`config.mk`:
```
export PLATFORM = sky130hd
export DESIGN_NAME = hart_irq_timer
export DESIGN_NICKNAME = d
export VERILOG_FILES = /design/src/rtl/hart_irq_timer_pkg.sv /design/src/rtl/hart_irq_timer_ctrl.sv /design/src/rtl/hart_irq_timer_dp.sv /design/src/rtl/hart_irq_timer.sv
export SDC_FILE = /design/constraint.sdc
export NUM_CORES = 1
export LEC_CHECK = 0
export BUFFER_PORTS_ARGS = -buffer_cell sky130_fd_sc_hd__buf_4
export CAP_MARGIN = 20
export CORE_MARGIN = 5
export CORE_UTILIZATION = 60
export CTS_CLUSTER_DIAMETER = 100
export DETAILED_ROUTE_END_ITERATION = 7
export HOLD_SLACK_MARGIN = 0.08
export PLACE_DENSITY_LB_ADDON = 0.25
export SKIP_LAST_GASP = 1
export SLEW_MARGIN = 20
export SYNTH_ARGS = -nofsm -noshare
export SYNTH_HDL_FRONTEND = slang
export SYNTH_HIERARCHICAL = 1
export SYNTH_SLANG_ARGS = --single-unit
```
`constraint.sdc`:
```
create_clock -name clk -period 4.7 [get_ports clk]
set_input_delay 0.94 -clock clk [delete_from_list [all_inputs] [get_ports clk]]
set_output_delay 0.94 -clock clk [all_outputs]
set_load 0.005 [all_outputs]
```
`src/rtl/hart_irq_timer_pkg.sv`:
```
package hart_irq_timer_pkg;
  localparam int HART_IDX_W = 8;

  typedef enum logic [2:0] {
    SEL_NONE,
    SEL_SWI,
    SEL_CMP_LO,
    SEL_CMP_HI,
    SEL_TIME_LO,
    SEL_TIME_HI
  } regSel_e;

  typedef struct packed {
    logic                  wrEn;
    regSel_e               sel;
    logic [HART_IDX_W-1:0] hart;
  } busStrobe_t;
endpackage

```
`src/rtl/hart_irq_timer_ctrl.sv`:
```
module hart_irq_timer_ctrl
  import hart_irq_timer_pkg::*;
#(
  parameter int NUM_HARTS = 4,
  parameter int ADDR_W    = 16,
  parameter int SWI_BASE  = 'h0000,
  parameter int CMP_BASE  = 'h4000,
  parameter int TIME_BASE = 'hBFF8
) (
  input  logic [ADDR_W-1:0] busAddr,
  input  logic              busWe,
  output busStrobe_t        strb
);
  localparam int SWI_END = SWI_BASE + 4 * NUM_HARTS;
  localparam int CMP_END = CMP_BASE + 8 * NUM_HARTS;

  logic [ADDR_W-1:0] swiOff;
  logic [ADDR_W-1:0] cmpOff;
  int                addrVal;

  always_comb begin
    addrVal   = int'({{(32 - ADDR_W){1'b0}}, busAddr});
    swiOff    = busAddr - ADDR_W'(SWI_BASE);
    cmpOff    = busAddr - ADDR_W'(CMP_BASE);
    strb.wrEn = busWe;
    strb.sel  = SEL_NONE;
    strb.hart = '0;
    if (busAddr[1:0] == 2'b00) begin
      if (addrVal >= SWI_BASE && addrVal < SWI_END) begin
        strb.sel  = SEL_SWI;
        strb.hart = HART_IDX_W'(swiOff >> 2);
      end else if (addrVal >= CMP_BASE && addrVal < CMP_END) begin
        strb.sel  = cmpOff[2] ? SEL_CMP_HI : SEL_CMP_LO;
        strb.hart = HART_IDX_W'(cmpOff >> 3);
      end else if (addrVal == TIME_BASE) begin
        strb.sel = SEL_TIME_LO;
      end else if (addrVal == TIME_BASE + 4) begin
        strb.sel = SEL_TIME_HI;
      end
    end
  end
endmodule

```
`src/rtl/hart_irq_timer_dp.sv`:
```
module hart_irq_timer_dp
  import hart_irq_timer_pkg::*;
#(
  parameter int NUM_HARTS = 4
) (
  input  logic                 clk,
  input  logic                 rstN,
  input  logic                 tickEn,
  input  busStrobe_t           strb,
  input  logic [31:0]          busWdata,
  output logic [31:0]          busRdata,
  output logic [NUM_HARTS-1:0] swIrq,
  output logic [NUM_HARTS-1:0] tmrIrq
);
  logic [63:0] timeCnt;
  logic [63:0] cmpArr [NUM_HARTS];

  always_ff @(posedge clk) begin
    if (!rstN)       timeCnt <= '0;
    else if (tickEn) timeCnt <= timeCnt + 64'd1;
  end

  for (genvar h = 0; h < NUM_HARTS; h++) begin : g_hart
    logic        hit;
    logic        swiBit;
    logic [63:0] cmpVal;

    assign hit = strb.wrEn && (int'(strb.hart) == h);

    always_ff @(posedge clk) begin
      if (!rstN) begin
        swiBit <= 1'b0;
        cmpVal <= '0;
      end else if (hit) begin
        case (strb.sel)
          SEL_SWI:    swiBit        <= |busWdata;
          SEL_CMP_LO: cmpVal[31:0]  <= busWdata;
          SEL_CMP_HI: cmpVal[63:32] <= busWdata;
          default:    ;
        endcase
      end
    end

    assign swIrq[h]  = swiBit;
    assign tmrIrq[h] = (cmpVal <= timeCnt);
    assign cmpArr[h] = cmpVal;
  end

  logic [63:0] cmpSel;
  logic        swiSel;

  always_comb begin
    cmpSel = '0;
    swiSel = 1'b0;
    for (int h = 0; h < NUM_HARTS; h++) begin
      if (int'(strb.hart) == h) begin
        cmpSel = cmpArr[h];
        swiSel = swIrq[h];
      end
    end
    case (strb.sel)
      SEL_SWI:     busRdata = {31'd0, swiSel};
      SEL_CMP_LO:  busRdata = cmpSel[31:0];
      SEL_CMP_HI:  busRdata = cmpSel[63:32];
      SEL_TIME_LO: busRdata = timeCnt[31:0];
      SEL_TIME_HI: busRdata = timeCnt[63:32];
      default:     busRdata = '0;
    endcase
  end
endmodule

```
`src/rtl/hart_irq_timer.sv`:
```
module hart_irq_timer
  import hart_irq_timer_pkg::*;
#(
  parameter int NUM_HARTS = 4,
  parameter int ADDR_W    = 16,
  parameter int SWI_BASE  = 'h0000,
  parameter int CMP_BASE  = 'h4000,
  parameter int TIME_BASE = 'hBFF8
) (
  input  logic                 clk,
  input  logic                 rstN,
  input  logic                 tickEn,
  input  logic [ADDR_W-1:0]    busAddr,
  input  logic                 busWe,
  input  logic [31:0]          busWdata,
  output logic [31:0]          busRdata,
  output logic [NUM_HARTS-1:0] swIrq,
  output logic [NUM_HARTS-1:0] tmrIrq
);
  busStrobe_t strb;

  hart_irq_timer_ctrl #(
    .NUM_HARTS(NUM_HARTS), .ADDR_W(ADDR_W), .SWI_BASE(SWI_BASE),
    .CMP_BASE(CMP_BASE), .TIME_BASE(TIME_BASE)
  ) u_ctrl (
    .busAddr(busAddr), .busWe(busWe), .strb(strb)
  );

  hart_irq_timer_dp #(.NUM_HARTS(NUM_HARTS)) u_dp (
    .clk(clk), .rstN(rstN), .tickEn(tickEn), .strb(strb),
    .busWdata(busWdata), .busRdata(busRdata), .swIrq(swIrq), .tmrIrq(tmrIrq)
  );
endmodule

```
======== Yosys cells after proc, flatten, opt, wreduce, memory -nomap -nowiden ========
Cells that the tools add are included.
word-level totals
  output and inout port bits .............. 40
  memory bits (read-only) ................. 0
  bits of input ports ..................... 52
  latch bits .............................. 0
  logic and storage cells ................. 68
  RAM bits ................................ 0
  memories kept ........................... 0
  bits in registers ....................... 324
cells by class
  bitwise operators ....................... 0
  divide/modulo/power cells ............... 0
  add/subtract/negate cells ............... 2
  shift operators ......................... 0
  $mul .................................... 0
  reduce and logical (&&, ||, !) cells .... 20
  equal/unequal tests ..................... 10
  order comparisons ....................... 7
  mux-type cells .......................... 16
operators with widths
  kind                                                           count
  less-or-equal comparator 64 bit                                4
  two-way mux 64 bit                                             4
  one-hot mux 32 bit (5 select lines)                            1
  adder 64 x 1 -> 64 bit (second input constant)                 1
  equality test 16 bit (second input constant)                   2
  OR reduction 32 bit                                            1
  AND reduction 2 bit                                            12
  two-way mux 11 bit                                             2
  equality test 8 x 3 -> 1 bit (second input constant)           2
  >= comparator 16 x 15 -> 1 bit (second input constant)         1
  less-than comparator 16 x 15 -> 1 bit (second input constant)  1
  less-than comparator 16 x 5 -> 1 bit (second input constant)   1
  subtractor 11 x 1 -> 11 bit (second input constant)            1
  two-way mux 3 bit                                              3
  equality test 8 x 2 -> 1 bit (second input constant)           1
  zero test 8 bit                                                1
  two-way mux 8 bit                                              1
  equality test 3 x 2 -> 1 bit (second input constant)           2
  equality test 3 bit (second input constant)                    2
  logical AND 1 bit                                              5
  two-way mux 1 bit                                              5
  equality test 3 x 1 -> 1 bit (second input constant)           1
  zero test 2 bit                                                1

======== Depth between registers and ports, before layout ========
Gate-level depths: netlist (run 1).
  word-level depth ........................ 12
  mapped depth ............................ 11
  mapped depth without buffers ............ 9

======== Cells and area by module ========
The synthesis (run 1) kept the hierarchy.
by module, submodules not included
  module               area each (um^2)  times used  seq. area each (um^2)  cells each
  hart_irq_timer_dp    20098.0           1           6486.2                 2520
  hart_irq_timer_ctrl  227.7             1           0.0                    29

======== Least setup slack after synthesis (run 1) ========
Ideal clock, no wire load.
  path type ............................... input port to output port
  start point ............................. in busAddr[15]
  end point ............................... out busRdata[13]
  cell stages on the path ................. 9
  required time ........................... 3760 ps
  buffers on the path ..................... 3
  path slack .............................. 470 ps
  arrival ................................. 3290 ps
  path through ............................ nor4_2 > nand3_1 > a21oi_1 > clkbuf_1 > buf_1 > buf_1 > mux4_2 > a222oi_1 > o21ai_0
RTL lines
  element      line                  source
  from (decl)  hart_irq_timer.sv:13  input logic [ADDR_W-1:0] busAddr,
  to (decl)    hart_irq_timer.sv:16  output logic [31:0] busRdata,

======== Worst setup path after layout (run 1) ========
  start point ............................. reg u_dp.timeCnt[44]
  end point ............................... out tmrIrq[3]
on the way
  cells in the longest elaborated chain, start to end .. 1
RTL lines
  element                          line                     source
  from (decl)                      hart_irq_timer_dp.sv:15  logic [63:0] timeCnt;
  from (signal assigned)           hart_irq_timer_dp.sv:20  else if (tickEn) timeCnt <= timeCnt + 64'd1;
  less-or-equal comparator 64 bit  hart_irq_timer_dp.sv:45  assign tmrIrq[h] = (cmpVal <= timeCnt);
  to (decl)                        hart_irq_timer.sv:18     output logic [NUM_HARTS-1:0] tmrIrq
Every way passes these cells.

==> flow_summary.ini, run 1 <==
[outcome]
status = complete, but fails checks
violations = negative setup slack

[clocking]
cts_setup_buffers = 0
root_buffer = clkbuf_16
cts_buffers = 38
hold_buffers = 0
clock_latency_ns = 0.55
cts_max_path_buffers = 3
tritoncts = built
clock_sinks = 324
htree_levels = 2
path_clk_slew_ns = 0.06

[placement]
place_ws_ns = 0.1251
portBuffers = 91
gp_congestion = 1.077
place_area_um2 = 21610
dp_hpwl_um = 59130

[floorplan]
ioPinCount = 92
coreArea_um2 = 33450
dieArea_um2 = 37660
die-width_um = 194.1
fp-row-count = 67
initial_core_util = 0.6077
die_height_um = 194.1

[sta]
hold_viol_final = 0
fin_crit_sh = 1.023
fmax_mhz = 208.0
setup_viol = 1
tightest_slew_ns = 0.9589
hold_slack_ns = 0.4582
finClkSkew_ns = 0.01051
min_period_ns = 4.807
relSlewSlack = 0.3601
slew_viol_final = 0
rsz0062_at_grt = true
fin_ws_ns = -0.1071

[route]
routed.top_layer = met4
wl_met2_um = 36010
totalWireLength_um = 80260
wl_met1_um = 28070
drt_first_pass_iters = 8
vias_per_cell = 6.687
drt-initial-drc-count = 2736
met3_length_um = 9227
drcViolationCount = 0
num_vias = 20470
ant_nets = 0
wire_per_inst_um = 26.22

[logic_synthesis]
yosysSeqAreaShare = 0.3191
synth_edf_count = 0
yosysWarningCount = 6
synth_area_um2 = 20330
synth.distinct_cells = 60
ys_async_sr_fraction = 0
synth_xor_area_frac = 0.02413
ys_ff_latch = 324
synth_top_family_by_area = simple AND/OR/NAND/NOR gates
synth.mux.area_fraction = 0.05171
syn_inst = 2549
synth_simple_gate_area_frac = 0.2251
synth_compound_area_frac = 0.1706
ys.flop_type = dfxtp_1
syn_area_per_cell_um2 = 7.974
synthAdderAreaFrac = 0.1582

[flow_run]
cap_violations = 0

[power]
p_per_area_nw_per_um2 = 263.1
power.leakage_nw = 9.119
vdd.ir_drop.worst_mv = 0.3011
p_total_w = 0.006033

[grt]
grt_max_degree = 128
grt_pass1_wl_um = 119600
grt.overflow.total = 0
grt_pass1_vias = 19720
antenna_found_initial = 1
gr-usage-all-layers = 0.4068

[setup_path]
critical_path_class = flip-flop to primary output
critPathArrivalTime_ns = 3.87
crit_fanout = 5
cp_data_required_time_ns = 3.76
start_kind = flip-flop
end_kind = primary output

[finish]
nets = 2892
areaGrowthSynthToFinish_pct = 12.84
nFillCells = 2801
fin_area_um2 = 22940
layout_common_cells = nand2_1 (563), a21oi_1 (342), dfxtp_1 (324)
final_common_cell = nand2_1
layout-drive-gt1-share = 0.1145
final_core_util = 0.6857

[hold_path]
hold_class = flip-flop to flip-flop
-- synthesized netlist by cell type, types with 23 or more instances --
master    instances  area (um2)
nor2b_1          27       168.9
ha_1            257        3216
nand4_1          80       500.5
nor2_1          140       525.5
mux2i_1          33       330.3
nor4_1           23       143.9
o22ai_1          24       150.1
xnor2_1          56       490.5
inv_1            78       292.8
clkbuf_1        130       488.0
dfxtp_1         324        6486
nand2_1         563        2113
a222oi_1         30       300.3
a21oi_1         343        1717
nand3_1          60       300.3
o21ai_0          80       400.4
-- worst paths after layout --
check             slack [ns]                      from  cells after the start                       end
setup reg to reg        1.72           u_dp/timeCnt[0]                      8          u_dp/timeCnt[54]
hold / removal          0.46  u_dp/g_hart[2].cmpVal[0]                      2  u_dp/g_hart[2].cmpVal[0]
setup / recovery       -0.11          u_dp/timeCnt[44]                      9                 tmrIrq[3]
hold reg to reg         0.46  u_dp/g_hart[2].cmpVal[0]                      2  u_dp/g_hart[2].cmpVal[0]
-- timing repair --
action,4_1_cts,5_1_grt
cloned,0,0
setup endpoints to repair,2,4
pin swaps,0,0
resized for setup,2,6
hold endpoints to repair,0,0
-- flip-flops by register name, indices dropped and copies added, names as in the netlist --
| register | count |
|---|---|
| u_dp/g_hart.swiBit | 4 |
| u_dp/timeCnt | 64 |
| u_dp/g_hart.cmpVal | 256 |
-- per-layer routing --
| layer | vias up | global-route usage |
|---|---|---|
| met2 | 1360 | 0.6611 |
| met3 | 388 | 0.09192 |
| met5 | - | 0 |
| met1 | 9552 | 0.4764 |
| met4 | 0 | 0.2833 |
| li1 | 9169 | - |
-- area by class of cell --
| cell class | instances | area [um2] | area share |
|---|---|---|---|
| clock inverters | 17 | 185.2 | 0.008074 |
| repair buffers | 163 | 1386 | 0.06044 |
| clock buffers | 52 | 1087 | 0.04741 |
| flip-flops and latches | 324 | 6486 | 0.2828 |
| diodes | 1 | 2.502 | 0.0001091 |
| inverters | 78 | 300.3 | 0.01309 |
| well taps | 448 | 560.5 | 0.02444 |
| multi-input cells | 1978 | 12930 | 0.5636 |
-- through the flow --
stage / TNS, ns / instances
floorplan: 0 / 2554
global route: -0.05910 / 3060
detailed placement: 0 / 2991
global placement: 0 / 2991
CTS: 0 / 3060
finish: -0.1071 / 3061
-- kinds of logic after synthesis --
kind of cell / after synthesis
other: 1
adder cells (fa/ha/maj): 257
multiplexers: 76
AND/OR/NAND/NOR: 998
XOR/XNOR: 56
flip-flops: 324
buffers and inverters: 252
AO/OA/AOI/OAI: 585
-- worst max-delay path: stages (launching register included) --
cell	delay [ns]
dfxtp_1	0.51
inv_1	0.20
ha_1	0.33
nand4_1	0.26
nor4_2	0.53
nand4_1	0.33
a311oi_1	0.56
nor4_1	0.18
a31o_2	0.28
buf_4	0.14
-- power by group --
part / switching (W) / internal (W) / leakage [nW] / total (W)
combinational: 0.000165 / 0.0000737 / 5.90 / 0.000239
clock: 0.00124 / 0.00180 / 0.614 / 0.00304
sequential: 0.00000554 / 0.00275 / 2.61 / 0.00275
(Power assumes the default switching activity.)
==> run 2, diff against run 1 <==
--- a/config.mk
+++ b/config.mk
@@ -9,6 +9,7 @@
 export CAP_MARGIN = 20
 export CORE_MARGIN = 5
 export CORE_UTILIZATION = 60
+export CTS_BUF_LIST = sky130_fd_sc_hd__clkbuf_8
 export CTS_CLUSTER_DIAMETER = 100
 export DETAILED_ROUTE_END_ITERATION = 7
 export HOLD_SLACK_MARGIN = 0.08
==> run 2 against run 1 <==
Net effect:
- the flow still finishes with violations (negative setup slack)
- sequential power barely moved
- via count grew 0.87%
- cell area hardly changed
- first-iteration DRC count up 3.7%
- critical path type unchanged
==> flow_summary.ini, run 2 (same netlist as run 1, synthesis figures left out) <==
[power]
pwr-share-seq = 0.473
pwr-share-clk = 0.485
vdd.ir_drop.worst_mv = 0.2506
comb_power_share = 0.042
p_sw_w = 0.001435
power.leakage_nw = 9.219
p_total_w = 0.005819
p_per_area_nw_per_um2 = 253.8
p_int_w = 0.004384
swShare = 0.2466

[setup_path]
crit_start = u_dp/timeCnt[44]
cpMaxStageDelayCell = nor4_2
crit_end = tmrIrq[3]
reg2regPathDepth = 8
crit_chain = inv_1 -> ha_1 -> nand4_1 -> nor4_2 -> nand4_1 -> buf_4 -> o22ai_1 -> nor4_1 -> a31o_2 -> buf_4
crit_fanout = 6
r2r-start = u_dp/timeCnt[0]
path_delay_family = simple AND/OR/NAND/NOR gates
cp_data_required_time_ns = 3.76
regToRegSetupSlack_ns = 1.71
start_kind = flip-flop
path_depth = 10
critical_path_class = flip-flop to primary output
r2r_end = u_dp/timeCnt[54]
critPathArrivalTime_ns = 3.82
end_kind = primary output
slowest_delay_ns = 0.58
cp_num_buf_inv = 3

[clocking]
root_buffer = clkbuf_8
clock_latency_ns = 0.67
htree_levels = 2
path_clk_slew_ns = 0.06
cts_max_path_buffers = 3
clock_sinks = 324
tritoncts = built
hold_buffers = 0
cts_buffers = 56

[route]
drcViolationCount = 0
drt-initial-drc-count = 2836
ant_nets = 0
vias_per_cell = 6.667
wire_per_inst_um = 25.99
drt_first_pass_iters = 7
num_vias = 20650
totalWireLength_um = 80480

[finish]
multiInputGateArea_um2 = 12970
largest_register_ffs = 256
nFillCells = 2827
nets = 2911
regMostFlops = u_dp/g_hart.cmpVal
seqCellArea_um2 = 6486
areaGrowthSynthToFinish_pct = 12.80
layout-drive-gt1-share = 0.1258
fin_area_um2 = 22930
final_common_cell = nand2_1
top_regs = u_dp/g_hart.cmpVal x256, u_dp/timeCnt x64, u_dp/g_hart.swiBit x4
layout_common_cells = nand2_1 (563), a21oi_1 (342), dfxtp_1 (324)

[floorplan]
die_height_um = 194.1
ioPinCount = 92
coreArea_um2 = 33450
initial_core_util = 0.6077
fp-row-count = 67
dieArea_um2 = 37660
die-width_um = 194.1

[outcome]
status = complete, but fails checks
violations = negative setup slack

[sta]
min_period_ns = 4.765
rsz0062_at_grt = true
fmax_mhz = 209.9
relSlewSlack = 0.3777
fin_crit_sh = 1.014
fin_ws_ns = -0.06476
slew_viol_final = 0
hold_slack_ns = 0.4587
setup_viol = 1
hold_viol_final = 0
tightest_slew_ns = 0.9324
finClkSkew_ns = 0.02053

[placement]
place_area_um2 = 21610
dp_hpwl_um = 59130
portBuffers = 91
gp_congestion = 1.077

[grt]
gr-usage-all-layers = 0.4081
grt_pass1_vias = 19730
antenna_found_initial = 3
grt.overflow.total = 0
grt_max_degree = 128
grt_pass1_wl_um = 119800

[hold_path]
hold_class = flip-flop to flip-flop
holdPathStages = 2
min_from = u_dp/g_hart[2].cmpVal[0]

[flow_run]
cap_violations = 0
-- run 2: changes by cell type in the layout (fill, tap and decap cells not counted), sizes merged --
cell,previous run,this run
inv,79,99
clkbuf,52,66
clkinvlp,4,1
bufinv,3,5
clkinv,9,11
buf,163,164
-- run 2: power by group through the flow --
stage | logic [W] | registers [W] | clock network (W)
3_3_place_gp | 0.000227 | 0.00281 | 0
6_report | 0.000241 | 0.00275 | 0.00282
3_5_place_dp | 0.000230 | 0.00281 | 0
2_1_floorplan | 0.000120 | 0.00281 | 0
4_1_cts | 0.000231 | 0.00275 | 0.00284
5_1_grt | 0.000251 | 0.00275 | 0.00297
-- run 2: worst min path at each step --
| stage | end | slack (ns) |
|---|---|---|
| 2_1_floorplan | u_dp/g_hart[2].cmpVal[0] | 0.44 |
| 3_3_place_gp | u_dp/g_hart[3].cmpVal[0] | 0.44 |
| 3_5_place_dp | u_dp/g_hart[2].cmpVal[0] | 0.45 |
| 4_1_cts | u_dp/g_hart[2].cmpVal[0] | 0.46 |
| 5_1_grt | u_dp/g_hart[2].cmpVal[0] | 0.48 |
| 6_report | u_dp/g_hart[2].cmpVal[0] | 0.46 |
-- run 2: layout make-up --
type,instances,share of cell area
tap,448,0.02445
clock buffer,66,0.03962
clock inverter,38,0.01337
antenna,1,0.0001091
timing repair buffer,164,0.06079
sequential,324,0.2829
multi-input combinational,1978,0.5657
inverter,78,0.01310
-- run 2: what timing repair did --
action,in CTS,in global routing
buffers inserted,0,1
endpoints found under the setup margin,3,4
gates resized for setup,3,13
pin swaps,0,1
-- run 2: per-layer routing --
metal	global-route usage	part of all wire	vias to the layer above
met5	0	0.00021	-
met4	0.2781	0.086	2
met3	0.09001	0.11	402
met2	0.6661	0.45	1411
met1	0.4794	0.35	9633
li1	-	-	9199
-- run 2: through the flow --
step	TNS [ns]	setup slack, ns	cells	utilization
after floorplan	0	0.4698	2554	-
after global routing	-0.02116	-0.02116	3096	0.6854
after global placement	0	0.2188	2991	0.6460
final	-0.06476	-0.06476	3097	0.6854
after CTS	-0.03950	-0.03950	3095	0.6829
after detailed placement	0	0.1251	2991	0.6460
-- run 2: worst register-to-register path: stages, from the launching register on --
cell,delay [ns]
dfxtp_1,0.69
ha_1,0.36
and3_1,0.37
nand2_1,0.19
nor3_2,0.41
buf_4,0.32
nand3_1,0.11
or3_1,0.32
a21oi_1,0.15
